### src/rtl/cfg_dma_pkg.sv
package cfg_dma_pkg;
  typedef enum logic [2:0] {S_IDLE, S_FETCH, S_CHECK, S_COPY, S_WB} eng_state_e;

  localparam int unsigned DESC_BYTES = 16;
  localparam logic [31:0] CTRL_READ  = 32'd2;
  localparam logic [31:0] CTRL_OK    = 32'd0;
  localparam logic [31:0] CTRL_ERR   = 32'd1;

  function automatic logic [7:0] item_byte(input logic [15:0] sel, input logic [31:0] off);
    return {sel[3:0], off[3:0]} ^ 8'hA5;
  endfunction
endpackage

### src/rtl/cfg_item_rom.sv
module cfg_item_rom #(
  parameter int unsigned NUM_ITEMS = 4,
  parameter int unsigned BASE_LEN  = 4,
  parameter int unsigned STEP_LEN  = 3
) (
  input  logic [15:0] sel_i,
  input  logic [31:0] off_i,
  output logic [7:0]  byte_o,
  output logic [31:0] len_o
);
  logic [31:0] len_tab [NUM_ITEMS];

  for (genvar k = 0; k < NUM_ITEMS; k++) begin : g_len
    assign len_tab[k] = 32'(BASE_LEN + STEP_LEN * k);
  end

  always_comb begin
    len_o = '0;
    for (int k = 0; k < NUM_ITEMS; k++)
      if (sel_i == 16'(k)) len_o = len_tab[k];
  end

  assign byte_o = cfg_dma_pkg::item_byte(sel_i, off_i);
endmodule

### src/rtl/cfg_dma_engine.sv
module cfg_dma_engine
  import cfg_dma_pkg::*;
#(
  parameter int unsigned ADDR_W = 64
) (
  input  logic              clk_i,
  input  logic              rst_ni,
  input  logic              start_i,
  input  logic [ADDR_W-1:0] ptr_i,
  input  logic [31:0]       off_i,
  input  logic [31:0]       item_len_i,
  input  logic [7:0]        item_byte_i,
  output logic              off_inc_o,
  output logic              busy_o,
  output logic              mem_req_o,
  output logic              mem_we_o,
  output logic [ADDR_W-1:0] mem_addr_o,
  output logic [7:0]        mem_wdata_o,
  input  logic              mem_valid_i,
  input  logic [7:0]        mem_rdata_i
);
  localparam int unsigned DESC_W = DESC_BYTES * 8;
  localparam int unsigned CNT_W  = $clog2(DESC_BYTES);

  eng_state_e         state_q;
  logic [ADDR_W-1:0]  ptr_q, tgt_q;
  logic [31:0]        len_q;
  logic [CNT_W-1:0]   cnt_q;
  logic [DESC_W-1:0]  shift_q;
  logic               skip_q;
  logic               at_end;

  assign at_end = off_i >= item_len_i;
  assign busy_o = state_q != S_IDLE;

  always_comb begin
    mem_req_o   = 1'b0;
    mem_we_o    = 1'b0;
    mem_addr_o  = ptr_q + ADDR_W'(cnt_q);
    mem_wdata_o = shift_q[DESC_W-1 -: 8];
    off_inc_o   = 1'b0;
    unique case (state_q)
      S_FETCH: mem_req_o = 1'b1;
      S_WB: begin
        mem_req_o = 1'b1;
        mem_we_o  = 1'b1;
      end
      S_COPY: if (len_q != 0 && !at_end) begin
        if (skip_q) off_inc_o = 1'b1;
        else begin
          mem_req_o   = 1'b1;
          mem_we_o    = 1'b1;
          mem_addr_o  = tgt_q;
          mem_wdata_o = item_byte_i;
          off_inc_o   = mem_valid_i;
        end
      end
      default: ;
    endcase
  end

  always_ff @(posedge clk_i or negedge rst_ni) begin
    if (!rst_ni) begin
      state_q <= S_IDLE;
      ptr_q   <= '0;
      tgt_q   <= '0;
      len_q   <= '0;
      cnt_q   <= '0;
      shift_q <= '0;
      skip_q  <= 1'b0;
    end else begin
      unique case (state_q)
        S_IDLE: if (start_i) begin
          ptr_q   <= ptr_i;
          cnt_q   <= '0;
          state_q <= S_FETCH;
        end
        S_FETCH: if (mem_valid_i) begin
          shift_q <= {shift_q[DESC_W-9:0], mem_rdata_i};
          cnt_q   <= cnt_q + 1'b1;
          if (cnt_q == CNT_W'(DESC_BYTES - 1)) state_q <= S_CHECK;
        end
        S_CHECK: begin
          tgt_q  <= shift_q[DESC_W-1 -: ADDR_W];
          len_q  <= shift_q[63:32];
          skip_q <= shift_q[DESC_W-1 -: ADDR_W] == '0;
          if (shift_q[31:0] != CTRL_READ) begin
            shift_q[31:0] <= CTRL_ERR;
            state_q       <= S_WB;
          end else begin
            state_q <= S_COPY;
          end
        end
        S_COPY: begin
          if (len_q == 0) begin
            shift_q <= {tgt_q, len_q, CTRL_OK};
            state_q <= S_WB;
          end else if (at_end) begin
            shift_q <= {tgt_q, len_q, CTRL_ERR};
            state_q <= S_WB;
          end else if (skip_q) begin
            len_q <= len_q - 1'b1;
          end else if (mem_valid_i) begin
            tgt_q <= tgt_q + 1'b1;
            len_q <= len_q - 1'b1;
          end
        end
        S_WB: if (mem_valid_i) begin
          shift_q <= {shift_q[DESC_W-9:0], 8'h00};
          cnt_q   <= cnt_q + 1'b1;
          if (cnt_q == CNT_W'(DESC_BYTES - 1)) state_q <= S_IDLE;
        end
        default: state_q <= S_IDLE;
      endcase
    end
  end

  AST_REQ_HOLD: assert property (@(posedge clk_i) disable iff (!rst_ni)
    (mem_req_o && !mem_valid_i) |=> (mem_req_o && $stable(mem_addr_o) && $stable(mem_we_o)
                                     && $stable(mem_wdata_o)));
  AST_SKIP_NO_ZERO_WR: assert property (@(posedge clk_i) disable iff (!rst_ni)
    (state_q == S_COPY && mem_req_o && mem_we_o) |-> mem_addr_o != '0);
  AST_BUSY_ENDS_IN_WB: assert property (@(posedge clk_i) disable iff (!rst_ni)
    $fell(busy_o) |-> $past(state_q == S_WB && mem_valid_i));
endmodule

### src/rtl/cfg_dma_dev.sv
module cfg_dma_dev
  import cfg_dma_pkg::*;
#(
  parameter int unsigned NUM_ITEMS = 4,
  parameter int unsigned BASE_LEN  = 4,
  parameter int unsigned STEP_LEN  = 3
) (
  input  logic        clk_i,
  input  logic        rst_ni,
  input  logic        reg_we_i,
  input  logic        reg_re_i,
  input  logic [2:0]  reg_word_i,
  input  logic [31:0] reg_wdata_i,
  output logic [31:0] reg_rdata_o,
  output logic        busy_o,
  output logic        mem_req_o,
  output logic        mem_we_o,
  output logic [63:0] mem_addr_o,
  output logic [7:0]  mem_wdata_o,
  input  logic        mem_valid_i,
  input  logic [7:0]  mem_rdata_i
);
  localparam logic [2:0] W_SEL = 3'd2, W_PHI = 3'd3, W_PLO = 3'd4;

  logic [15:0] sel_q;
  logic [31:0] off_q, ptr_hi_q, item_len;
  logic [7:0]  item_b;
  logic        data_hit, sel_wr, start, eng_inc;

  assign data_hit = reg_word_i[2:1] == 2'b00;
  assign sel_wr   = reg_we_i && reg_word_i == W_SEL && !busy_o;
  assign start    = reg_we_i && reg_word_i == W_PLO && !busy_o;

  cfg_item_rom #(.NUM_ITEMS(NUM_ITEMS), .BASE_LEN(BASE_LEN), .STEP_LEN(STEP_LEN)) u_rom (
    .sel_i (sel_q), .off_i (off_q), .byte_o(item_b), .len_o(item_len)
  );

  cfg_dma_engine #(.ADDR_W(64)) u_eng (
    .clk_i, .rst_ni,
    .start_i    (start),
    .ptr_i      ({ptr_hi_q, reg_wdata_i}),
    .off_i      (off_q),
    .item_len_i (item_len),
    .item_byte_i(item_b),
    .off_inc_o  (eng_inc),
    .busy_o,
    .mem_req_o, .mem_we_o, .mem_addr_o, .mem_wdata_o,
    .mem_valid_i, .mem_rdata_i
  );

  always_ff @(posedge clk_i or negedge rst_ni) begin
    if (!rst_ni) begin
      sel_q       <= '0;
      off_q       <= '0;
      ptr_hi_q    <= '0;
      reg_rdata_o <= '0;
    end else begin
      if (reg_we_i && reg_word_i == W_PHI && !busy_o) ptr_hi_q <= reg_wdata_i;
      if (sel_wr) begin
        sel_q <= reg_wdata_i[15:0];
        off_q <= '0;
      end else if (eng_inc) begin
        off_q <= off_q + 1'b1;
      end
      if (reg_re_i) begin
        reg_rdata_o <= '0;
        if (reg_word_i == W_SEL) reg_rdata_o <= {16'h0, sel_q};
        else if (data_hit && !busy_o && off_q < item_len) begin
          reg_rdata_o <= {24'h0, item_b};
          if (!sel_wr) off_q <= off_q + 1'b1;
        end
      end
    end
  end

  AST_OFF_LIMIT: assert property (@(posedge clk_i) disable iff (!rst_ni)
    off_q <= item_len);
  AST_SEL_CLEARS_OFF: assert property (@(posedge clk_i) disable iff (!rst_ni)
    sel_wr |=> off_q == 0);
endmodule

### config.mk
export PLATFORM = sky130hd
export DESIGN_NAME = cfg_dma_dev
export DESIGN_NICKNAME = d
export VERILOG_FILES = /design/src/rtl/cfg_dma_pkg.sv /design/src/rtl/cfg_item_rom.sv /design/src/rtl/cfg_dma_engine.sv /design/src/rtl/cfg_dma_dev.sv
export SDC_FILE = /design/constraint.sdc
export NUM_CORES = 1
export LEC_CHECK = 0
export ABC_CLOCK_PERIOD_IN_PS = 5200
export BUFFER_PORTS_ARGS = -buffer_cell sky130_fd_sc_hd__buf_2
export CAP_MARGIN = 15
export CORE_ASPECT_RATIO = 0.5
export CORE_MARGIN = 2
export CORE_UTILIZATION = 40
export CTS_CLUSTER_DIAMETER = 200
export DETAILED_ROUTE_END_ITERATION = 12
export MAX_ROUTING_LAYER = met4
export PLACE_DENSITY_LB_ADDON = 0.25
export SETUP_SLACK_MARGIN = 0.02
export SLEW_MARGIN = 0
export SYNTH_ARGS = -nofsm -noshare
export SYNTH_HDL_FRONTEND = slang
export SYNTH_SLANG_ARGS = --single-unit
export TNS_END_PERCENT = 5
### constraint.sdc
create_clock -name clk_i -period 5.2 [get_ports clk_i]
set_input_delay 0.52 -clock clk_i [delete_from_list [all_inputs] [get_ports clk_i]]
set_output_delay 0.52 -clock clk_i [all_outputs]
set_load 0.02 [all_outputs]
Yosys cells after proc, flatten, opt, wreduce, memory -nomap -nowiden
Index checks and enable logic that the tools add are counted.

Register bits after elaboration: 408. Input bits: 48. Output and inout port bits: 107. Word-level logic and storage cells: 129.

Add/sub/neg operators: 5. Order comparisons: 2. Equality and inequality tests: 25. Multiplexer cells: 54. Bitwise gates (word level): 1. Reductions and logical operators: 30.

Operator list (number): 128-bit two-way mux (4); 64-bit two-way mux (7); 32-bit two-way mux (11); 96-bit case mux with 3 select lines (1); 32-bit case mux with 4 select lines (1); 64-bit case mux with 2 select lines (1); 64-bit by 1-bit adder with 64-bit output (second input constant) (1); 64-bit by 4-bit adder with 64-bit output (1); 64-bit logical NOT (1); 32-bit case mux with 2 select lines (1); 32-bit by 1-bit adder with 32-bit output (second input constant) (1); 16-bit by 2-bit == test with 1-bit output (second input constant) (2); 32-bit by 4-bit >= comparator with 1-bit output (1); 32-bit logical NOT (1); 32-bit < comparator (1); 8-bit two-way mux (4); 32-bit by 2-bit != test with 1-bit output (second input constant) (1); 32-bit nonzero test (1); 32-bit by 1-bit subtractor with 32-bit output (second input constant) (1); 3-bit two-way mux (10); 16-bit by 1-bit == test with 1-bit output (second input constant) (1); 16-bit logical NOT (1); 16-bit two-way mux (1); 4-bit two-way mux (4); other kinds (27) (58).

Longest topological paths before layout
Gate-level depths: netlist (run 1).

Depth in word-level cells: 16. Gate-level depth with buffers: 15. Depth with buffers taken out: 12.

Hierarchy
A second synthesis (run 1) with hierarchy kept.

Cell total of the unflattened synthesis: 2689. Area, all modules: 23849.1 um^2.

Modules (own cells, without submodules): cfg_dma_engine (instances 1, cells each 2110, area an instance 18440.2 um^2, seq. area each 7407.1 um^2); cfg_dma_dev (instances 1, cells each 529, area an instance 5051.1 um^2, seq. area each 2402.3 um^2); cfg_item_rom (instances 1, cells each 50, area an instance 357.8 um^2, seq. area each 0.0 um^2).

Worst setup path after synthesis (run 1)
OpenSTA, ideal clock, no wires.

Kind: reg-to-output. Start point: register sel_q[9]. End point: output port mem_addr_o[45]. Data arrival time: 3.735 ns. Required time: 4.680 ns. Setup slack: 0.945 ns. Cell stages (with the launch flop): 15. Buffers on the path: 3. Cell sequence: dfrtp_1 -> or4_1 -> nor4_1 -> nand2_1 -> ha_1 -> a211oi_1 -> nand4_1 -> or2_0 -> buf_6 -> nor4_1 -> nor2b_1 -> clkbuf_1 -> clkbuf_1 -> nor2_1 -> nor2_1.

Cells in the longest elaborated chain, start to end: 10. Elaborated cells between the ends (all ways): 13. Those cells by class: 1 x order compare; 3 x eq/ne; 6 x mux; 3 x reduce/logical.

Ends and longest elaborated chain: start, declared (line cfg_dma_dev.sv:25) `logic [15:0] sel_q;`; start signal, assigned (line cfg_dma_dev.sv:60) `sel_q <= reg_wdata_i[15:0];`; 16-bit logical NOT (line cfg_item_rom.sv:20) `if (sel_i == 16'(k)) len_o = len_tab[k];`; 3-bit two-way mux (2 in a row) (line cfg_item_rom.sv:20); 4-bit two-way mux (line cfg_item_rom.sv:20); 4-bit two-way mux (*) (line cfg_item_rom.sv:20); 32-bit by 4-bit >= comparator with 1-bit output (*) (line cfg_dma_engine.sv:33) `assign at_end = off_i >= item_len_i;`; 1-bit logical NOT (*) (line cfg_dma_engine.sv:48) `S_COPY: if (len_q != 0 && !at_end) begin`; 1-bit logical AND (*) (line cfg_dma_engine.sv:48); 64-bit two-way mux (*) (line cfg_dma_engine.sv:48); 64-bit two-way mux (*) (line cfg_dma_engine.sv:42) `unique case (state_q)`; end, declared (line cfg_dma_dev.sv:18) `output logic [63:0] mem_addr_o,`.

Every way passes the cells marked *; elsewhere a longest branch is shown, timed or not.

Worst setup path after layout (run 1)
Start point: register sel_q[9]. End point: output port mem_addr_o[56].

Same word-level chain as after synthesis.

==> results.md, run 1 <==
* Outcome: finished, final reports clean
* Initial Util at 0.4073
* All-layer global routing usage at 0.2641
* Die W at 330.5 µm
* Placed insts at approximately 3300
* Core area at 52340 µm²
* Commonest non-fill, non-tap cell in the layout: nand2_1
* Setup TNS at 0 ps
* DRC viols at 0
* R2R Setup Slk at approximately 800 ps
* Sequential area share after synthesis at 0.4601
* Fin cells at 3381
* Netlist Area Pre-Place at 21320 µm²
* VDD IR max at 347.1 µV
* Final net count at 2707
* Pwr per Cell Area at 516.1 nW/µm²
* Routed WL at just over 70 mm
* Final setup fails at 0
* Worst Path Arrival at about 4400 ps
* Count of buffers from port buffering at 138
* RSZ-0062 raised after global routing: no
* Pre-CTS setup slack at 364.7 ps
* Avg WL per Cell at 21.12 µm
* First-pass GRT wire length at 111.1 mm
* Ys Warns at 0
* Clock-pin slew on the worst setup and hold paths at 60 ps
* XOR/XNOR share of the synthesized area at 0.02547
* Max Buffers Root-to-Sink at 3
* Clk_lat worst skew at 550 ps
* IO Count at 155
* TritonCTS clock tree: done
* Layout cells sized above 1 at 0.1214
* Worst flop-to-flop path startpoint: sel_q[9]
* Hpwl dp at between 50 and 60 mm
* Setup crit end kind: output port
* Reg2reg end: u_eng.tgt_q[10]
* Max Slew Vio Count at 0
* Gpl congestion at 0.9621
* Async SR Flop Fraction at 1.000
* PnR worst setup slack at 290.6 ps
* DIE AREA at 55270 µm²
* Adder-cell share of the synthesized area at 0.008569
* Placed inst area at about 23000 µm²
* CP Launch Point: sel_q[9]
* Final Cell Area at 23990 µm²
* Drt first-iter violations at 2164
* Primary FF master, synth: dfrtp_1
* Peak Freq at 203.7 MHz
* Initial antenna violation count at 4
* Post-synth top area share at 0.4601
* Root Buffer: clkbuf_16
* Max-slew headroom at 0.2540
* Post-synthesis compound-gate area fraction at 0.1528
* Vias in the first global route at 18220
* Number of synthesized register bits at 392
* DRT antenna net count at 0
* Crit path launch type: flop
* Worst Hold Depth at 3
* Leakage at 10.35 nW
* Worst hold path endpoint: u_eng.ptr_q[29]
* GRT overflow at 0
* Cts bufs inserted at 40
* Clock skew at 16.33 ps
* Site row count at 59
* Post-synth EDFFs at 0
* Min-Delay Path Class: in -> reg
* Top cell type by total area after synthesis: dfrtp_1
* Synth unique cells at 79
* Die height at 167.2 µm
* Period minus WS final at 4909 ps
* Number of max-cap violations at 0
* Vias per Instance at 5.820
* Final hold viol count at 0
* DRT Pass-1 Iters at 5
* Worst slew pin tran at 1112 ps
* Synth top area cells: dfrtp_1 46%, nand2_1 11%, nor2_1 4.3%
* Critical path class: reg -> out
* Post-Syn Area per Cell at 8.190 µm²
* Worst endpoint required time at between 4000 and 5000 ps
* Clock Sinks at 392
* Area delta synth->final at 12.52%
* Largest net degree at the start of global routing at approximately 160
* Commonest non-fill, non-tap cells in the layout: 628 x nand2_1, 391 x dfrtp_1, 239 x nor2_1, 157 x o21ai_0, 142 x a21oi_1
* CTS H-Tree Depth at 2
* Period utilization at 0.9441
* Mapped Cells at 2603
* Synth Area in Simple Gates at 0.2815
* Worst-path fanout max at 44
* Vias at around 20000
* Mux contribution to synthesized area at 0.02477
* Hold path start: reg_wdata_i[29]
* Largest family of logic cells by synthesized area: simple AND/OR/NAND/NOR gates
* Worst r2r path cells at 12
==> metal layers <==
layer | vias up | part of all wire | track usage
li1 | 9161 | - | -
met1 | 9710 | 0.45 | 0.3746
met2 | 699 | 0.45 | 0.3988
met3 | 108 | 0.073 | 0.03969
met4 | 0 | 0.025 | 0.06040
met5 | - | 0 | -
==> worst max-delay path, cell delays in order, from the launching register on <==
cell and delay [ps]:
dfrtp_1 390, or4_1 570, nor4_4 310, nand2_1 100, ha_1 310, a211oi_1 250, nand4_1 190, or2_4 390
nor4_1 280, buf_4 180, nor2b_2 160, buf_8 250, nor3_1 110, a21o_1 170, buf_2 150
==> through the flow <==
stage | hold WS [ps] | util | power [mW]
after floorplan | 224.4 | - | 7.587
after global placement | 439.5 | 0.4305 | 9.146
after detailed placement | 450.8 | 0.4305 | 9.238
after CTS | 184.5 | 0.4576 | 12.38
after global routing | 183.5 | 0.4583 | 13.11
final | 197.5 | 0.4583 | 12.38
==> power by group <==
group          total (mW)  internal, mW  switching [mW]
sequential           5.20          3.99            1.21
combinational        4.07          1.47            2.60
clock                3.12          1.83            1.29
total                12.4          7.29            5.09
==> timing repair <==
action                     in CTS  in global routing
hold buffers                    1                  0
buffers inserted                0                  0
setup endpoints to repair      66                 65
hold endpoints to repair       60                  0
resized for setup               3                  6
==> layout make-up <==
type	instances	area, µm²
fillers	5168	28350
multi-input cells	1999	10680
flip-flops and latches	392	9811
clock buffers	57	1166
repair buffers	178	1086
well taps	701	877.1
clock inverters	16	231.5
inverters	34	127.6
diodes	4	10.01
==> worst max path at each step <==
stage,endpoint,slack [ps]
floorplan,mem_addr_o[45],940
global placement,mem_addr_o[2],540
detailed placement,mem_addr_o[2],360
CTS,mem_addr_o[56],60
global route,mem_addr_o[56],50
finish,mem_addr_o[56],290
==> registers in the layout, indices dropped and copies added, names as in the netlist <==
signal         cells
ptr_hi_q          32
u_eng.ptr_q       64
u_eng.len_q       32
u_eng.skip_q       1
u_eng.state_q      3
u_eng.tgt_q       64
off_q             32
u_eng.cnt_q        4
reg_rdata_o       16
u_eng.shift_q    128
sel_q             16
==> synthesized netlist by cell type, drive strengths merged, types with 11 or more instances <==
master    n
nand2   629
dfrtp   392
nor2    244
o21ai   158
a21oi   144
clkbuf  135
a31oi   110
nand3   102
nor4     62
buf      58
and2     49
and3     49
nand4    49
nor3     46
mux2     38
inv      34
xor2     33
xnor2    29
o22ai    27
or3      20
a22oi    15
nand2b   15
and4     13
ha       13
o211ai   12
o31ai    11
==> cell families (layout without fill, tap and decap cells) <==
kind of cell / Yosys count / after routing
other cells: 1 / 20
mux: 48 / 48
xor+xnor: 62 / 62
compound gates: 547 / 547
flops: 392 / 392
simple gates: 1312 / 1312
buf+inv: 227 / 285
fa+ha+maj: 14 / 14
(Power assumes the default switching activity.)
==> run 2, diff against run 1 <==
--- a/config.mk
+++ b/config.mk
@@ -6,5 +6,5 @@
 export NUM_CORES = 1
 export LEC_CHECK = 0
-export ABC_CLOCK_PERIOD_IN_PS = 5200
+export ABC_CLOCK_PERIOD_IN_PS = 4500
 export BUFFER_PORTS_ARGS = -buffer_cell sky130_fd_sc_hd__buf_2
 export CAP_MARGIN = 15
@@ -20,4 +20,5 @@
 export SYNTH_ARGS = -nofsm -noshare
 export SYNTH_HDL_FRONTEND = slang
+export SYNTH_HIERARCHICAL = 1
 export SYNTH_SLANG_ARGS = --single-unit
 export TNS_END_PERCENT = 5
==> constraint.sdc (replaced) <==
create_clock -name clk_i -period 4.5 [get_ports clk_i]
set_input_delay 0.225 -clock clk_i [delete_from_list [all_inputs] [get_ports clk_i]]
set_output_delay 0.225 -clock clk_i [all_outputs]
set_load 0.02 [all_outputs]
==> run 2 against run 1 <==
Sequential power rose by 25%. Final area grew 14%. Area after synthesis is 12% higher. First-iteration DRC count increased by 0.97%. Non-clock buffer count grew 51. Die area grew 12%. Hold slack got worse by 130 ps. Sequential share of layout area shrank 4.9 points. Clock skew grew 15 ps. Wire length is 6.4% higher. Core utilization grew 0.30 points. Highest routed layer unchanged.
==> results.md, run 2 <==
* CP Cell Sequence: or4_4 > nor4_4 > inv_1 > ha_1 > nor2b_1 > o211ai_1 > a2111o_1 > a31oi_4 > nor4_4 > buf_4 > bufbuf_16 > a21oi_1 > buf_2
* Met2 Track Usage GR at 0.3839
* Site row count at 63
* Post-synth EDFFs at 0
* Final Power at roughly 16 mW
* Count of buffers from port buffering at approximately 140
* Die W at 349.3 µm
* Max Slew Vio Count at 0
* Multi-input logic area at between 10000 and 15000 µm²
* Reg2reg end: u_eng/tgt_q[24]
* Async SR Flop Fraction at 1.000
* Post-Syn Area per Cell at 8.869 µm²
* Slowest CP cell: or4_4
* Worst-path fanout max at 21
* Synth top area cells: dfrtp_1 41%, mux2_2 7.6%, nand2_1 7.0%
* Commonest cells in the netlist: 443 x nand2_1, 392 x dfrtp_1, 219 x o21ai_0
* R2R Setup Slk at 390 ps
* Worst r2r path cells at 13
* Critical path class: reg -> out
* Final hold viol count at 0
* Leakage at 11.83 nW
* Core area at 59120 µm²
* Routed WL at 75.95 mm
* Crit path max-delay family: simple AND/OR/NAND/NOR gates
* First-pass GRT wire length at 119.0 mm
* Commonest non-fill, non-tap cell in the layout: nand2_1
* Biggest regs: u_eng/shift_q (128), u_eng/ptr_q (64), u_eng/tgt_q (64)
* Largest Register: u_eng/shift_q
* IO Count at 155
* DRC viols at 0
* Mapped Cells at ~2700
* DRT Pass-1 Iters at 7
* Peak Freq at 225.9 MHz
* Vias per Instance at between 5 and 6
* Grt peak-use layer: met2
* Primary FF master, synth: dfrtp_1
* CTS H-Tree Depth at 2
* Met3 usage at 0.03216
* Final net count at 2926
* Period utilization at 0.9837
* Vias in the first global route at between 15000 and 20000
* Clock skew at 31.06 ps
* Layout cells sized above 1 at 0.1681
* Max reg flops at approximately 130
* Initial antenna violation count at 1
* DRT antenna net count at 0
* Setup crit end kind: output port
* Outcome: finished, final reports clean
* Post-synth top area share at 0.4113
* Cell mode on critical path: nor4_4
* Worst Path Arrival at 4200 ps
* CP Launch Point: sel_q[9]
* Avg WL per Cell at 20.99 µm
* Vias at 20800
* Placed insts at 3496
* Fin cells at 3619
* Pwr per Cell Area at 589.6 nW/µm²
* All-layer global routing usage at 0.2516
* Cts bufs inserted at 42
* Synth unique cells at 84
* Min-Delay Path Class: in -> reg
* Clk_lat worst skew at between 500 and 600 ps
* Worst hold path endpoint: u_eng/shift_q[0]
* Number of synthesized register bits at 392
* Area delta synth->final at 14.36%
* Die height at 176.7 µm
* Worst Hold Depth at 5
* Hold path start: mem_rdata_i[0]
* Max-slew headroom at 0.3757
* Placed inst area at approximately 25000 µm²
* Ys Warns at 6
* Root Buffer: clkbuf_16
* TritonCTS clock tree: done
* Initial Util at 0.4034
* GRT overflow at 0
* Number of max-cap violations at 0
* Buf/Inv on CP at 4
* Met1 Use GR at 0.3573
* Max Buffers Root-to-Sink at 3
* RSZ-0062 raised after global routing: yes
* Period minus WS final at about 4400 ps
* Worst slew pin tran at 928.0 ps
* Worst endpoint required time at 4280 ps
* Netlist Area Pre-Place at 23850 µm²
* Clock-pin slew on the worst setup and hold paths at 70 ps
* Drt first-iter violations at 2185
* Final Cell Area at 27270 µm²
* Commonest non-fill, non-tap cells in the layout: 441 x nand2_1, 391 x dfrtp_1, 212 x o21ai_0, 162 x inv_1, 160 x mux2_2
* Number of fill cells at 5726
* DIE AREA at a little over 60000 µm²
* Largest net degree at the start of global routing at 135
* Sequential area share after synthesis at 0.4113
* Hpwl dp at 54.45 mm
* Final setup fails at 0
* Register area at 9811 µm²
* VDD IR max at 252.8 µV
* Crit path largest cell delay at between 600 and 700 ps
* Count leader, synth: nand2_1
* Crit path launch type: flop
* Clock Sinks at 392
* Worst flop-to-flop path startpoint: sel_q[9]
* Top cell type by total area after synthesis: dfrtp_1
* Gpl congestion at 0.9587
==> run 2: cells by family after synthesis <==
family	count (synthesis)	share of synthesized area
and+or+nand+nor	984	0.1982
AOI/OAI and AO/OA	585	0.1535
DFF	392	0.4113
buffers and inverters	362	0.06852
muxes	225	0.1056
adders and majority gates	72	0.03809
xor gates and xnor gates	67	0.02461
other	2	0.0003149
==> run 2: what timing repair did <==
action,in CTS,in global routing
hold endpoints to repair,185,0
pin swaps,2,6
setup endpoints to repair,69,71
gates cloned,1,1
hold buffers,40,0
buffers inserted,0,4
gates resized for setup,4,25
==> run 2: worst max path at each step <==
stage,endpoint,slack (ps),cells after the start
after CTS,mem_addr_o[8],10,12
after floorplan,off_q[1],180,17
after detailed placement,u_eng/shift_q[85],300,11
after global placement,u_eng/shift_q[80],410,12
final,mem_addr_o[5],70,13
after global routing,mem_addr_o[5],-60,13
==> run 2: final cells by class <==
class / instances / share of cell area
multi-input cells: 1977 / 0.4668
diodes: 1 / 0.00009175
clock inverters: 17 / 0.008349
inverters: 164 / 0.02257
clock buffers: 59 / 0.04418
repair buffers: 229 / 0.06257
well taps: 780 / 0.03578
flip-flops and latches: 392 / 0.3597
==> run 2: where the power goes <==
part	internal, mW	switching, mW	total [mW]	leakage (nW)
registers	4.86	1.65	6.51	5.00
logic	2.44	3.46	5.90	6.13
clock network	2.12	1.55	3.67	0.697
==> run 2: per-stage QoR <==
stage / hold WS [ps] / TNS [ps] / util / worst slack [ps]
4_1_cts: 48.01 / 0 / 0.4587 / 11.58
3_3_place_gp: 369.2 / 0 / 0.4266 / 411.5
5_1_grt: 58.90 / -346.5 / 0.4614 / -59.10
2_1_floorplan: -70.59 / 0 / - / 178.3
3_5_place_dp: 371.3 / 0 / 0.4266 / 304.1
6_report: 62.86 / 0 / 0.4614 / 73.48
==> run 2: tightest hold or removal path: cells and delay by family <==
family / cells / cell delay [ps]
buffers and inverters: 2 / 160
multiplexers: 1 / 80
AO/OA/AOI/OAI: 2 / 120
==> run 2: per-layer routing <==
| metal | up-vias | part of all wire |
|---|---|---|
| met5 | - | 0 |
| met4 | 0 | 0.023 |
| met3 | 115 | 0.067 |
| met2 | 726 | 0.45 |
| met1 | 10230 | 0.46 |
| li1 | 9723 | - |
